File: config.mk
export PLATFORM = sky130hd
export DESIGN_NAME = osc_alarm_mgr
export DESIGN_NICKNAME = d
export VERILOG_FILES = /design/src/rtl/osc_alarm_mgr.sv
export SDC_FILE = /design/constraint.sdc
export NUM_CORES = 1
export LEC_CHECK = 0
export ABC_AREA = 1
export ABC_CLOCK_PERIOD_IN_PS = 8350
export BUFFER_PORTS_ARGS = -buffer_cell sky130_fd_sc_hd__buf_2
export CORE_UTILIZATION = 40
export DETAILED_ROUTE_END_ITERATION = 10
export PLACE_DENSITY = 0.57
export SYNTH_ARGS = -nofsm -noshare
export SYNTH_HDL_FRONTEND = slang
export SYNTH_SLANG_ARGS = --single-unit
export TNS_END_PERCENT = 5
File: constraint.sdc
create_clock -name clk -period 8.35 [get_ports clk]
set_input_delay 1.67 -clock clk [delete_from_list [all_inputs] [get_ports clk]]
set_output_delay 1.67 -clock clk [all_outputs]
set_load 0.05 [all_outputs]
File: src/rtl/osc_alarm_mgr.sv
module osc_alarm_mgr #(
  parameter int NUM_LANES = 32,
  parameter int CNT_W     = 8,
  parameter int ADDR_W    = 8,
  parameter int DATA_W    = 32,
  parameter logic [CNT_W-1:0] THR_RESET = '1
) (
  input  logic                 clk,
  input  logic                 rst_n,
  input  logic                 reg_wr,
  input  logic [ADDR_W-1:0]    reg_addr,
  input  logic [DATA_W-1:0]    reg_wdata,
  output logic [DATA_W-1:0]    reg_rdata,
  input  logic [NUM_LANES-1:0] alarm_pulse,
  output logic [NUM_LANES-1:0] lane_en,
  output logic [NUM_LANES-1:0] lane_detune,
  output logic                 shutdown_ovf
);
  localparam logic [ADDR_W-1:0] A_THR  = ADDR_W'(8'h1C);
  localparam logic [ADDR_W-1:0] A_EN   = ADDR_W'(8'h20);
  localparam logic [ADDR_W-1:0] A_DET  = ADDR_W'(8'h24);
  localparam logic [ADDR_W-1:0] A_MASK = ADDR_W'(8'h28);
  localparam logic [ADDR_W-1:0] A_STOP = ADDR_W'(8'h2C);

  logic [NUM_LANES-1:0] en_q, det_q, mask_q, stop_q, trip;
  logic [CNT_W-1:0]     thr_q;
  logic [1:0]           evt_q, evt_base, trip_n, evt_next;
  logic [2:0]           evt_sum;
  logic                 ovf_q;

  wire wr_thr  = reg_wr && (reg_addr == A_THR);
  wire wr_en   = reg_wr && (reg_addr == A_EN);
  wire wr_det  = reg_wr && (reg_addr == A_DET);
  wire wr_mask = reg_wr && (reg_addr == A_MASK);
  wire wr_stop = reg_wr && (reg_addr == A_STOP);
  wire [NUM_LANES-1:0] wlanes = reg_wdata[NUM_LANES-1:0];

  for (genvar i = 0; i < NUM_LANES; i++) begin : g_lane
    logic [CNT_W-1:0] cnt_q;
    wire hit = alarm_pulse[i] & en_q[i] & ~mask_q[i];
    assign trip[i] = hit && (cnt_q >= thr_q);
    always_ff @(posedge clk or negedge rst_n) begin
      if (!rst_n)                      cnt_q <= '0;
      else if (wr_en && wlanes[i])     cnt_q <= '0;
      else if (hit && (cnt_q < thr_q)) cnt_q <= cnt_q + 1'b1;
    end
  end

  assign trip_n   = (|(trip & (trip - NUM_LANES'(1)))) ? 2'd2 : {1'b0, |trip};
  assign evt_base = (wr_stop && (wlanes == '0)) ? 2'd0 : evt_q;
  assign evt_sum  = {1'b0, evt_base} + {1'b0, trip_n};
  assign evt_next = (evt_sum >= 3'd2) ? 2'd2 : evt_sum[1:0];

  always_ff @(posedge clk or negedge rst_n) begin
    if (!rst_n) begin
      en_q   <= '0;
      det_q  <= '0;
      mask_q <= '0;
      stop_q <= '0;
      thr_q  <= THR_RESET;
      evt_q  <= '0;
      ovf_q  <= 1'b0;
    end else begin
      en_q   <= (wr_en ? wlanes : en_q) & ~trip;
      stop_q <= (wr_stop ? wlanes : stop_q) | trip;
      if (wr_det)  det_q  <= wlanes;
      if (wr_mask) mask_q <= wlanes;
      if (wr_thr)  thr_q  <= reg_wdata[CNT_W-1:0];
      evt_q  <= evt_next;
      ovf_q  <= (evt_base < 2'd2) && (evt_sum >= 3'd2);
    end
  end

  always_comb begin
    case (reg_addr)
      A_THR:   reg_rdata = DATA_W'(thr_q);
      A_EN:    reg_rdata = DATA_W'(en_q);
      A_DET:   reg_rdata = DATA_W'(det_q);
      A_MASK:  reg_rdata = DATA_W'(mask_q);
      A_STOP:  reg_rdata = DATA_W'(stop_q);
      default: reg_rdata = '0;
    endcase
  end

  assign lane_en      = en_q;
  assign lane_detune  = det_q;
  assign shutdown_ovf = ovf_q;
endmodule

==> results.yml <==
critical_path:
  max_stage_delay_ps: 540
  crit_path_max_fanout: 17
  cp_common_cell: "buf_2"
  crit_buf_inv: 5
  r2r-start: "thr_q[3]"
  worstSetupEndpointType: "output pin"
  cp.arrival_ps: 3890
  r2r_slack_ps: 3690
  critical_path_class: "input port to output pin"
  timing.rr.end: "shutdown_ovf"
  cpLargestDelayFamily: "buffers and inverters"
  critPathLaunchType: "input port"
  required_ps: 6680
  worst_path_max_delay_cell: "clkinv_1"
  ff2ff_path_depth: 23
  path_cells: "buf_2, nand3_1, inv_2, nand4_2, clkinv_1, buf_4, a221oi_1, o21ai_0, buf_2"
finish:
  multi_input_area_um2: 14100
  fin_util: 0.4634
  fill_cells: 6437
  instances_no_fill: 4483
  drive_gt1_frac: 0.09158
  nets: 3960
  area_growth_pct: 13.91
  regArea_um2: 9894
die:
  start_util: 0.4068
  die_w_um: 256.0
  ios: 172
  fp.coreArea_um2: 63430
  rows: 92
  die_h_um: 256.0
  dieArea_um2: 65520
drt:
  wl_per_cell_um: 17.11
  ant_nets: 0
  drt_iter0_markers: 1437
  avgViaCountPerCell: 5.179
  routed_wl_mm: 76.71
  route.vias.total: 23220
  post-route-drc-count: 0
  drtPass1Iterations: 5
clock_tree:
  cts_tree: "yes"
  cts.root.buffer_cell: "clkbuf_16"
  cts.path.max_buffers: 3
  cts_buffers: 49
  cts.clk_slew.worst_paths_ps: 60
  h-tree-depth: 2
  cts_setup_buffers: 0
  postCtsHoldBufs: 0
  numClockSinks: 395
  ctsResizeCount: 0
  insertion_delay_ps: 600
timing:
  slew_violations: 0
  hold_ws_ps: 460.5
  setup_tns_ps: 0
  clock_skew_ps: 28.66
  slew_headroom: 0.2858
  finalSetupViolations: 0
  finalHoldViolations: 0
  worst_slew_pin_slew_ps: 1070
  fin_crit_ps: 5555
  fmax_mhz: 180.0
  rsz0062_at_grt: "no"
  fin_crit_sh: 0.6653
worst_hold_path:
  hold_class: "flip-flop to flip-flop"
  hp-start: "evt_q[1]"
  min_to: "shutdown_ovf"
  hold_depth: 1
global_routing:
  track_usage: 0.2350
  antenna_found_initial: 0
  grt_pass1_wl_mm: 121.9
  first_global_vias: 21700
  overflow: 0
  grt_max_degree: 155
run_status:
  status: "finished clean"
synth:
  syn_area_per_cell_um2: 7.602
  synth_area_leaders: "dfrtp_1 (38%), ha_1 (14%), nand2_1 (13%)"
  yosysTopAreaCell: "dfrtp_1"
  async_flop_share: 1.000
  yosys_warnings: 0
  syn_nets: 3759
  synth-seq-area-share: 0.3835
  synth_edf_count: 0
  ys_types: 53
  netlist.area_leader.share: 0.3754
  ys.flop_type: "dfrtp_1"
  ys_ff_latch: 395
  yosysMostFrequentCell: "nand2_1"
  synth_commonest_cells: "nand2_1 (869), inv_1 (440), dfrtp_1 (387)"
  syn_inst: 3394
  syn_area_um2: 25800
power:
  p_comb_frac: 0.247
  p_sw_mw: 2.125
  p_seq_frac: 0.406
  p_int_mw: 4.088
  power_mw: 6.212
  vdd_drop_max_uv: 142.4
  p_clk_frac: 0.347
  swShare: 0.3420
  p_leak_nw: 16.04
  power_density_nw_per_um2: 211.4
place:
  portBuffers: 171
  gp_congestion: 0.8710
  dp_cells: 4390
  post-dp-hpwl_mm: 55.12
run:
  maxCapViolCount: 0
==> routing by layer <==
layer	global-route usage	vias to the layer above	share of wire
li1	-	11810	-
met5	0	-	0
met1	0.3295	10890	0.48
met3	0.03119	91	0.041
met4	0.05206	0	0.019
met2	0.3844	423	0.46
==> worst max path at each step <==
stage / cells after the start / slack (ps) / startpoint / endpoint
2_1_floorplan: 9 / 3370 / reg_addr[7] / reg_rdata[10]
3_3_place_gp: 9 / 2830 / reg_addr[5] / reg_rdata[5]
3_5_place_dp: 9 / 2790 / reg_addr[5] / reg_rdata[5]
4_1_cts: 9 / 2790 / reg_addr[5] / reg_rdata[5]
5_1_grt: 10 / 2550 / reg_addr[6] / reg_rdata[5]
6_report: 9 / 2790 / reg_addr[5] / reg_rdata[5]
==> cell usage in the layout (no fill, tap or decap), drive strengths merged, types with 2 or more instances in the layout <==
cell type / n
nand2: 886
inv: 443
dfrtp: 387
nor2: 290
ha: 289
a21oi: 224
o21ai: 214
nand3: 192
buf: 192
nor3: 113
nand4: 83
clkbuf: 78
o211ai: 34
o21a: 27
nor3b: 25
a21o: 17
nor4: 17
o22ai: 16
a221oi: 15
and3: 15
xor2: 11
clkinv: 11
o21bai: 9
dfstp: 8
a21boi: 7
a31oi: 6
nand3b: 3
a22o: 3
and2: 2
or4: 2
o31ai: 2
o32ai: 2
a2bb2oi: 2
==> flip-flops by register name (all words and copies together) (netlist names) <==
register      cells
stop_q           32
g_lane.cnt_q    256
lane_en          32
shutdown_ovf      1
thr_q             8
lane_detune      32
evt_q             2
mask_q           32
==> cell type report <==
cell class                 count  area share
clock inverter                14    0.003576
timing repair buffer         192     0.03525
inverter                     442     0.05645
clock buffer                  78     0.05232
multi-input combinational   2515      0.4796
tap                          846     0.03602
antenna                        1  0.00008515
sequential                   395      0.3367
==> kinds of logic (layout without fill, tap and decap cells) <==
| kind of cell | count (synthesis) | in the layout | synth area share |
|---|---|---|---|
| simple gates | 1629 | 1629 | 0.2723 |
| compound gates | 584 | 584 | 0.1280 |
| buf+inv | 484 | 726 | 0.07124 |
| flops | 395 | 395 | 0.3835 |
| fa+ha+maj | 290 | 290 | 0.1409 |
| xor+xnor | 12 | 12 | 0.004074 |
| other cells | 0 | 1 | 0 |
==> power groups by stage <==
stage               registers [mW]  clock network [mW]  logic, mW
finish                        2.52                2.16       1.54
global route                  2.56                2.29       1.82
CTS                           2.52                2.21       1.55
detailed placement            2.55                   0       1.54
global placement              2.55                   0       1.51
floorplan                     2.52                   0       1.09
==> worst reg2reg max path, cell delays in order (launching register included) <==
cell and delay, ps:
dfstp_2 370, inv_2 410, buf_4 510, ha_1 340, a21oi_1 170, nand2_1 70
nand2_1 70, nand3_1 60, nand2_1 180, nand2_2 150, nor2_1 260, nand2_1 240
o21ai_0 210, nand2_1 60, nor2_1 130, nand3_1 100, nor2_1 100, nand2_1 80
nor2_1 110, ha_1 150, inv_1 40, fa_1 430, nand2_1 120, a21boi_0 210
==> stage by stage <==
| stage | worst slack (ps) | instance area, µm² |
|---|---|---|
| finish | 2795 | 29390 |
| global route | 2545 | 29390 |
| CTS | 2788 | 29390 |
| detailed placement | 2793 | 27740 |
| global placement | 2828 | 27740 |
| floorplan | 3368 | 25800 |
No activity file was read; power rests on OpenSTA's default activity.
